**src/rtl/xta_pkg.sv**
```systemverilog
package xta_pkg;

   typedef enum logic [1:0] {
      USE_SIMPLE = 2'd0,
      USE_IMM    = 2'd1,
      USE_IND    = 2'd2
   } use_e;

   typedef enum logic [1:0] {
      SRC_ZERO = 2'd0,
      SRC_PC   = 2'd1,
      SRC_BASE = 2'd2
   } src_e;

   typedef struct packed {
      logic n;
      logic i;
      logic x;
      logic b;
      logic p;
      logic e;
   } flags_t;

endpackage

```
**src/rtl/xta_decode.sv**
```systemverilog
module xta_decode
   import xta_pkg::*;
#(
   parameter int IW           = 32,
   parameter int OPW          = 6,
   parameter int DISPW        = 12,
   parameter int AW           = 20,
   parameter bit REL4_ILLEGAL = 1'b1
) (
   input  logic [IW-1:0] word,
   output flags_t        fl,
   output use_e          use_o,
   output logic          ill_o,
   output logic [2:0]    len_o,
   output src_e          src_o,
   output logic [AW-1:0] off_o,
   output logic          idx_en_o
);
   localparam int FLW  = 6;
   localparam int EXTW = IW - OPW - FLW;
   localparam int LEGW = DISPW + 3;
   localparam int DTOP = EXTW - 1;
   localparam int LTOP = EXTW + 2;

   logic [DISPW-1:0] disp_f;
   logic [EXTW-1:0]  ext_f;
   logic [LEGW-1:0]  leg_f;
   logic             legacy;
   logic             rel4_bad;
   logic             unused_opc;

   assign fl         = flags_t'(word[IW-OPW-1 -: FLW]);
   assign disp_f     = word[DTOP -: DISPW];
   assign ext_f      = word[EXTW-1:0];
   assign leg_f      = word[LTOP -: LEGW];
   assign unused_opc = ^word[IW-1 -: OPW];
   assign legacy     = ~fl.n & ~fl.i;

   generate
      if (REL4_ILLEGAL) begin : g_rel4_flag
         assign rel4_bad = fl.e & (fl.b | fl.p);
      end else begin : g_rel4_ignore
         assign rel4_bad = 1'b0;
      end
   endgenerate

   always_comb begin
      if (legacy)          use_o = USE_SIMPLE;
      else if (fl.n & fl.i) use_o = USE_SIMPLE;
      else if (fl.i)        use_o = USE_IMM;
      else                  use_o = USE_IND;
   end

   assign ill_o = ~legacy & ((fl.x & (fl.n ^ fl.i)) | (fl.b & fl.p) | rel4_bad);
   assign len_o = (~legacy & fl.e) ? 3'd4 : 3'd3;
   assign idx_en_o = fl.x;

   always_comb begin
      src_o = SRC_ZERO;
      off_o = AW'(disp_f);
      if (legacy) begin
         off_o = AW'(leg_f);
      end else if (fl.e) begin
         off_o = AW'(ext_f);
      end else if (fl.p & ~fl.b) begin
         src_o = SRC_PC;
         off_o = AW'($signed(disp_f));
      end else if (fl.b & ~fl.p) begin
         src_o = SRC_BASE;
      end
   end

endmodule

```
**src/rtl/xta_adder.sv**
```systemverilog
module xta_adder
   import xta_pkg::*;
#(
   parameter int AW = 20
) (
   input  src_e          src,
   input  logic [AW-1:0] pc,
   input  logic [AW-1:0] base,
   input  logic [AW-1:0] index,
   input  logic [AW-1:0] off,
   input  logic          idx_en,
   output logic [AW-1:0] sum
);
   logic [AW-1:0] lead;
   logic [AW-1:0] idx_term;

   always_comb begin
      case (src)
         SRC_PC:   lead = pc;
         SRC_BASE: lead = base;
         default:  lead = '0;
      endcase
   end

   assign idx_term = idx_en ? index : '0;
   assign sum      = lead + off + idx_term;

endmodule

```
**src/rtl/xta_ctrl.sv**
```systemverilog
module xta_ctrl
   import xta_pkg::*;
#(
   parameter int AW = 20,
   parameter int DW = 24
) (
   input  logic          clk,
   input  logic          rst_n,
   input  logic          in_valid,
   output logic          in_ready,
   input  logic [AW-1:0] ta_in,
   input  use_e          use_in,
   input  logic [2:0]    len_in,
   input  logic          ill_in,
   output logic          mem_req,
   output logic [AW-1:0] mem_addr,
   input  logic          mem_ack,
   input  logic [DW-1:0] mem_rdata,
   output logic          out_valid,
   output logic [AW-1:0] out_ta,
   output use_e          out_use,
   output logic [2:0]    out_len,
   output logic          out_read,
   output logic          out_illegal
);
   typedef enum logic [1:0] {ST_IDLE, ST_FETCH, ST_DONE} st_e;

   st_e           st;
   logic [AW-1:0] r_ta;
   use_e          r_use;
   logic [2:0]    r_len;
   logic          r_read;
   logic          r_ill;
   logic          accept;
   logic          unused_rdata;

   assign accept       = in_valid & in_ready;
   assign in_ready     = (st == ST_IDLE);
   assign mem_req      = (st == ST_FETCH);
   assign mem_addr     = r_ta;
   assign out_valid    = (st == ST_DONE);
   assign out_ta       = r_ta;
   assign out_use      = r_use;
   assign out_len      = r_len;
   assign out_read     = r_read;
   assign out_illegal  = r_ill;
   assign unused_rdata = ^mem_rdata;

   always_ff @(posedge clk) begin
      if (!rst_n) begin
         st     <= ST_IDLE;
         r_ta   <= '0;
         r_use  <= USE_SIMPLE;
         r_len  <= 3'd0;
         r_read <= 1'b0;
         r_ill  <= 1'b0;
      end else begin
         case (st)
            ST_IDLE: if (accept) begin
               r_ta   <= ill_in ? '0 : ta_in;
               r_use  <= use_in;
               r_len  <= len_in;
               r_ill  <= ill_in;
               r_read <= ~ill_in & (use_in != USE_IMM);
               st     <= (~ill_in & (use_in == USE_IND)) ? ST_FETCH : ST_DONE;
            end
            ST_FETCH: if (mem_ack) begin
               r_ta <= mem_rdata[AW-1:0];
               st   <= ST_DONE;
            end
            default: st <= ST_IDLE;
         endcase
      end
   end

endmodule

```
**src/rtl/xta_unit.sv**
```systemverilog
module xta_unit
   import xta_pkg::*;
#(
   parameter int IW           = 32,
   parameter int OPW          = 6,
   parameter int DISPW        = 12,
   parameter int AW           = 20,
   parameter int DW           = 24,
   parameter bit REL4_ILLEGAL = 1'b1
) (
   input  logic          clk,
   input  logic          rst_n,
   input  logic          in_valid,
   output logic          in_ready,
   input  logic [IW-1:0] in_word,
   input  logic [AW-1:0] in_pc,
   input  logic [AW-1:0] in_base,
   input  logic [AW-1:0] in_index,
   output logic          mem_req,
   output logic [AW-1:0] mem_addr,
   input  logic          mem_ack,
   input  logic [DW-1:0] mem_rdata,
   output logic          out_valid,
   output logic [AW-1:0] out_ta,
   output logic [1:0]    out_use,
   output logic [2:0]    out_len,
   output logic          out_read,
   output logic          out_illegal
);
   localparam int EXTW = IW - OPW - 6;
   localparam int LEGW = DISPW + 3;

   generate
      if (IW % 8 != 0) begin : g_bad_iw
         $error("instruction width must be whole bytes");
      end
      if (EXTW < DISPW + 8) begin : g_bad_ext
         $error("extended field must cover the short field and the last byte");
      end
      if (AW < EXTW || AW <= LEGW) begin : g_bad_aw
         $error("address width too narrow for the address fields");
      end
      if (DW < AW) begin : g_bad_dw
         $error("pointer word narrower than an address");
      end
   endgenerate

   flags_t        fl;
   use_e          dec_use;
   use_e          o_use;
   logic          dec_ill;
   logic [2:0]    dec_len;
   src_e          dec_src;
   logic [AW-1:0] dec_off;
   logic          dec_idx;
   logic [AW-1:0] ta_sum;
   logic          unused_fl;

   assign unused_fl = ^fl;

   xta_decode #(
      .IW(IW), .OPW(OPW), .DISPW(DISPW), .AW(AW), .REL4_ILLEGAL(REL4_ILLEGAL)
   ) u_dec (
      .word(in_word), .fl(fl), .use_o(dec_use), .ill_o(dec_ill),
      .len_o(dec_len), .src_o(dec_src), .off_o(dec_off), .idx_en_o(dec_idx)
   );

   xta_adder #(.AW(AW)) u_add (
      .src(dec_src), .pc(in_pc), .base(in_base), .index(in_index),
      .off(dec_off), .idx_en(dec_idx), .sum(ta_sum)
   );

   xta_ctrl #(.AW(AW), .DW(DW)) u_ctl (
      .clk(clk), .rst_n(rst_n), .in_valid(in_valid), .in_ready(in_ready),
      .ta_in(ta_sum), .use_in(dec_use), .len_in(dec_len), .ill_in(dec_ill),
      .mem_req(mem_req), .mem_addr(mem_addr), .mem_ack(mem_ack),
      .mem_rdata(mem_rdata), .out_valid(out_valid), .out_ta(out_ta),
      .out_use(o_use), .out_len(out_len), .out_read(out_read),
      .out_illegal(out_illegal)
   );

   assign out_use = o_use;

endmodule

```
**config.mk**
```make
export PLATFORM = sky130hd
export DESIGN_NAME = xta_unit
export DESIGN_NICKNAME = d
export VERILOG_FILES = /design/src/rtl/xta_pkg.sv /design/src/rtl/xta_decode.sv /design/src/rtl/xta_adder.sv /design/src/rtl/xta_ctrl.sv /design/src/rtl/xta_unit.sv
export SDC_FILE = /design/constraint.sdc
export NUM_CORES = 1
export LEC_CHECK = 0
export BUFFER_PORTS_ARGS = -buffer_cell sky130_fd_sc_hd__buf_2
export CAP_MARGIN = 30
export CORE_MARGIN = 8
export CORE_UTILIZATION = 45
export DETAILED_ROUTE_END_ITERATION = 8
export PLACE_DENSITY = 0.78
export SKIP_LAST_GASP = 1
export SYNTH_ARGS = -nofsm -noshare
export SYNTH_HDL_FRONTEND = slang
export SYNTH_HIERARCHICAL = 1
export SYNTH_SLANG_ARGS = --single-unit
export TNS_END_PERCENT = 20
```
**constraint.sdc**
```tcl
create_clock -name clk -period 5.46 [get_ports clk]
set_input_delay 0.546 -clock clk [delete_from_list [all_inputs] [get_ports clk]]
set_output_delay 0.546 -clock clk [all_outputs]
set_load 0.01 [all_outputs]
```
==> flow_summary.yaml, run 1 <==
routing:
  drc: 0
  drtIter0Drc: 161
  wl_per_cell_um: 17.03
  via_per_inst: 5.477
  dr.pass1.iters: 5
  vias: 3527
  drt_wl_total_mm: 10.97
  antenna_left: 0
global_route:
  grt.total_usage_pct: 19.04
  grt_pass1_vias: 3694
  antenna_found_initial: 0
  grt_max_degree: 27
  grt_pass1_wl_mm: 17.78
  overflow: 0
setup_path:
  start_kind: "input port"
  crit_chain: "buf_2 -> inv_1 -> ha_1 -> nor4b_1 -> ha_1 -> a22oi_1 -> or2_2 -> fa_1 -> inv_1 -> ha_1 -> inv_1 -> fa_1 -> nand2b_1 -> a21oi_1 -> o21ai_1 -> o211ai_1 -> o211ai_1 -> xnor2_1 -> a31oi_1 -> o2bb2ai_1"
  crit_type: "input port to flip-flop"
  path_delay_family: "adder cells"
  arrival_ns: 4.94
  rrSetupSlack_ns: 3.22
  cp_max_fo: 15
  critPathSlowestCell: "nor4b_1"
  worst_setup_path_end_kind: "flip-flop"
  cp_slowest_stage_delay_ns: 0.59
  worst-path-buf-inv: 4
  cp.required_ns: 5.66
placement:
  hpwl_mm: 9.124
  io_buffers: 159
  gp_congestion: 0.9035
  placed_cell_area_mm2: 0.004243
  dp_slack_ns: 0.5418
min_path:
  min_path_type: "flip-flop to flip-flop"
clocking:
  ctsResizeCount: 0
  ctsLongestPathBuffers: 2
  ctsHoldBuffers: 0
  cts_setup_buffers: 0
  clk_latency_ns: 0.28
  numCtsBuffers: 5
  cts-htree-levels: 2
  cts_tree: "done"
  ctsRootBufferMaster: "clkbuf_8"
  clkTransAtPathRegs_ns: 0.07
  cts.sinks: 29
logic_synthesis:
  ys.warnings.count: 6
  synth_cells: 417
  postSynthAreaPerCell_um2: 8.575
  synth_nets: 580
  synth.cell_area_mm2: 0.003576
timing:
  tightest_slew_ns: 0.9983
  finalSetupViolations: 0
  tns_ns: 0
  hold_viol: 0
  fin_crit_sh_pct: 86.68
  rsz0062_at_grt: "no"
  relSlewSlack_pct: 33.45
  max_freq_mhz: 211.3
  worst_slack_ns: 0.7272
  clock-skew-final_ns: 0.006970
  finalMaxSlewViolations: 0
  fin_crit_ns: 4.733
floorplanning:
  floorplan.initialDensity_pct: 46.28
  die-area_mm2: 0.01106
  dieWidth_um: 105.1
  fp-row-count: 32
  core_mm2: 0.007727
  chipHeight_um: 105.1
  io_pins: 170
power_and_ir_drop:
  ir_worst_vdd_uv: 160.4
  p_leak_nw: 2.188
  power_density_mw_per_mm2: 188.2
cells_and_area:
  nets: 704
  drive_above_1_share_pct: 36.16
  num_antenna_cells: 0
  fin_area_mm2: 0.004344
  syn_to_final_growth_pct: 21.48
flow_run:
  maxCapViolCount: 0
status:
  outcome: "finished, final reports clean"
## tightest hold or removal path: stages (launching register included)
cell	delay [ns]
dfxtp_1	0.31
nand2b_1	0.06
a21oi_1	0.05
## layout make-up
class | instances | area [um^2]
flip-flops and latches | 29 | 580.6
multi-input cells | 320 | 2613
inverters | 21 | 78.83
well taps | 102 | 127.6
fillers | 722 | 3383
clock buffers | 7 | 96.34
repair buffers | 164 | 843.3
clock inverters | 1 | 5.005
## registers in the layout (all words and copies together), names as in the netlist
register and count:
u_ctl/mem_addr 20, u_ctl/out_illegal 1, u_ctl/out_len 3, u_ctl/out_read 1
u_ctl/out_use 2, u_ctl/st 2
## layout by cell type (no fill, tap or decap), types with 7 or more instances in the layout
cell type and count:
dfxtp_1 29, a21oi_1 21, fa_1 20, nor2_1 37, xnor2_1 17, inv_1 20
and3b_1 20, ha_1 23, a22oi_1 21, o2bb2ai_1 19, nand3_1 8, clkbuf_8 7
and2_1 17, mux2_4 9, nand2_1 17, nand2b_1 9, a31oi_1 22, buf_2 160
## per-layer routing
layer / share of wire, % / global-route usage [%]
met5: 0 / 0
met4: 0.88 / 3.670
met3: 6.2 / 4.545
met2: 51 / 34.34
met1: 42 / 22.36
## through the flow
stage	power (mW)	utilization, %	cells	hold slack, ns
6_report	0.8176	56.22	644	0.4730
5_1_grt	0.8757	56.22	644	0.4868
4_1_cts	0.8260	56.22	644	0.4699
3_5_place_dp	0.6264	54.91	636	0.4623
3_3_place_gp	0.6187	54.84	635	0.4611
2_1_floorplan	0.5154	-	417	0.4897
## where the power goes
part	switching, mW	leakage, nW	internal [mW]	total (mW)
logic	0.205	1.90	0.173	0.378
registers	0.0145	0.237	0.229	0.243
clock network	0.0827	0.0542	0.114	0.196
## path summary, 6_finish.rpt
kind,cells past startpoint,endpoint,start
setup / recovery,20,u_ctl/mem_addr[19]$_SDFFE_PN0P_,in_word[24]
setup reg to reg,3,u_ctl/mem_addr[14]$_SDFFE_PN0P_,u_ctl/st[0]$_SDFFE_PN0P_
hold / removal,2,u_ctl/out_read$_SDFFE_PN0P_,u_ctl/out_read$_SDFFE_PN0P_
hold reg to reg,2,u_ctl/out_read$_SDFFE_PN0P_,u_ctl/out_read$_SDFFE_PN0P_
(Power assumes the default switching activity.)
==> inputs of run 2 (changes only) <==
--- a/config.mk
+++ b/config.mk
@@ -7,6 +7,7 @@
 export LEC_CHECK = 0
 export BUFFER_PORTS_ARGS = -buffer_cell sky130_fd_sc_hd__buf_2
 export CAP_MARGIN = 30
+export CORE_ASPECT_RATIO = 1.75
 export CORE_MARGIN = 8
 export CORE_UTILIZATION = 45
 export DETAILED_ROUTE_END_ITERATION = 8
==> run 2 against run 1 <==
- die area rose by 1.0%
- setup slack lost 0.023 ns
- sequential share of layout area is 0.12 points lower
- core utilization hardly changed
==> flow_summary.yaml, run 2 (synthesis gave the netlist of run 1 again) <==
setup_path:
  start_kind: "input port"
  critPathSlowestCell: "nor4b_1"
  cp.required_ns: 5.65
  setup.worst_path.end: "u_ctl/mem_addr[19]$_SDFFE_PN0P_"
  cp_slowest_stage_delay_ns: 0.47
  rr_endpoint: "u_ctl/mem_addr[19]$_SDFFE_PN0P_"
  arrival_ns: 4.94
  crit_path_start: "in_word[24]"
  cp_max_fo: 20
  crit_type: "input port to flip-flop"
  worst_setup_path_end_kind: "flip-flop"
  crit_chain: "buf_2 -> inv_1 -> ha_1 -> nor4b_1 -> ha_1 -> buf_4 -> a22oi_1 -> or2_2 -> fa_1 -> inv_1 -> ha_1 -> inv_1 -> fa_1 -> nand2b_1 -> a21oi_1 -> o21ai_1 -> o211ai_1 -> o211ai_1 -> xnor2_1 -> a31oi_1 -> o2bb2ai_1"
  r2r_cells: 3
  rrSetupSlack_ns: 3.23
  rr_startpoint: "u_ctl/st[0]$_SDFFE_PN0P_"
cells_and_area:
  drive_above_1_share_pct: 36.28
  layout.cells.non_filler: 633
  layout_common_cells: "buf_2, nor2_1, dfxtp_1, ha_1, a31oi_1"
  nets: 705
  num_antenna_cells: 0
  multi_input_area_mm2: 0.002613
  fin_area_mm2: 0.004383
  largest_reg_flops: 20
  n_fill_cell: 713
  fin_util_pct: 56.18
  regArea_um2: 580.6
  syn_to_final_growth_pct: 22.57
  final_common_cell: "buf_2"
clocking:
  clk_latency_ns: 0.27
  cts_tree: "done"
  ctsRootBufferMaster: "clkbuf_16"
  numCtsBuffers: 5
  ctsResizeCount: 0
  cts-htree-levels: 2
  ctsLongestPathBuffers: 2
  clkTransAtPathRegs_ns: 0.05
  cts_setup_buffers: 0
  ctsHoldBuffers: 0
  cts.sinks: 29
global_route:
  grt.total_usage_pct: 18.76
  overflow: 0
  grt_pass1_wl_mm: 17.58
  grt_pass1_vias: 3844
  antenna_found_initial: 0
  grt_max_degree: 27
timing:
  worst_slack_ns: 0.7043
  finalMaxSlewViolations: 0
  tightest_slew_ns: 0.9790
  whs_ns: 0.4808
  max_freq_mhz: 210.3
  tns_ns: 0
  hold_viol: 0
  finalSetupViolations: 0
  fin_crit_sh_pct: 87.10
  clock-skew-final_ns: 0.005312
  rsz0062_at_grt: "no"
  relSlewSlack_pct: 34.73
  fin_crit_ns: 4.756
placement:
  io_buffers: 159
  dp_cells: 625
  gp_congestion: 0.8736
  dp_slack_ns: 0.4226
  hpwl_mm: 9.272
  placed_cell_area_mm2: 0.004225
power_and_ir_drop:
  p_total_mw: 0.9030
  ir_worst_vdd_uv: 104.0
  power_density_mw_per_mm2: 206.0
  p_leak_nw: 2.214
routing:
  via_per_inst: 5.649
  drc: 0
  drt_wl_total_mm: 10.99
  vias: 3576
  wl_per_cell_um: 17.36
  dr.pass1.iters: 4
  drtIter0Drc: 134
  antenna_left: 0
floorplanning:
  io_pins: 170
  chipHeight_um: 133.9
  fp-row-count: 43
  dieWidth_um: 83.39
  floorplan.initialDensity_pct: 45.84
  die-area_mm2: 0.01117
  core_mm2: 0.007801
min_path:
  hp-start: "u_ctl/mem_addr[1]$_SDFFE_PN0P_"
  min_path_type: "flip-flop to flip-flop"
flow_run:
  maxCapViolCount: 0
status:
  outcome: "finished, final reports clean"
==> run 2: cell types whose count changed in the layout (fill, tap and decap cells not counted) <==
cell       delta
clkbuf_16     +5
clkbuf_8      -5
buf_4         +3
buf_12        -1
buf_2         -1
==> run 2: layer usage <==
layer  vias to the layer above  wire length, um  global-route usage, %
met5                         -                0                      0
met4                         0              382                  10.41
met3                        29              535                  2.854
met2                       146             5869                  35.21
met1                      1679             4204                  19.04
li1                       1722                -                      -
==> run 2: final cells by class <==
cell class / count / share of cell area (%)
clock inverter: 1 / 0.1142
inverter: 21 / 1.798
clock buffer: 7 / 3.483
tap: 90 / 2.569
timing repair buffer: 165 / 19.18
sequential: 29 / 13.25
multi-input combinational: 320 / 59.61
==> run 2: report_power, final <==
part	internal (mW)	total, mW	switching [mW]
Clock	0.192	0.282	0.0897
Sequential	0.229	0.245	0.0156
Combinational	0.173	0.376	0.204
==> run 2: critical path, delay by kind of cell <==
family / cells / cell delay [ns]
fa+ha+maj: 5 / 1.56
compound gates: 7 / 1.15
simple gates: 3 / 1.00
buf+inv: 5 / 0.52
xor+xnor: 1 / 0.17
==> run 2: worst min-delay path by stage <==
stage	to	slack, ns	cells past startpoint
finish	u_ctl/mem_addr[1]$_SDFFE_PN0P_	0.48	1
floorplan	u_ctl/out_read$_SDFFE_PN0P_	0.49	2
global route	u_ctl/mem_addr[12]$_SDFFE_PN0P_	0.49	1
CTS	u_ctl/st[0]$_SDFFE_PN0P_	0.48	2
detailed placement	u_ctl/mem_addr[14]$_SDFFE_PN0P_	0.47	1
global placement	u_ctl/out_read$_SDFFE_PN0P_	0.45	2
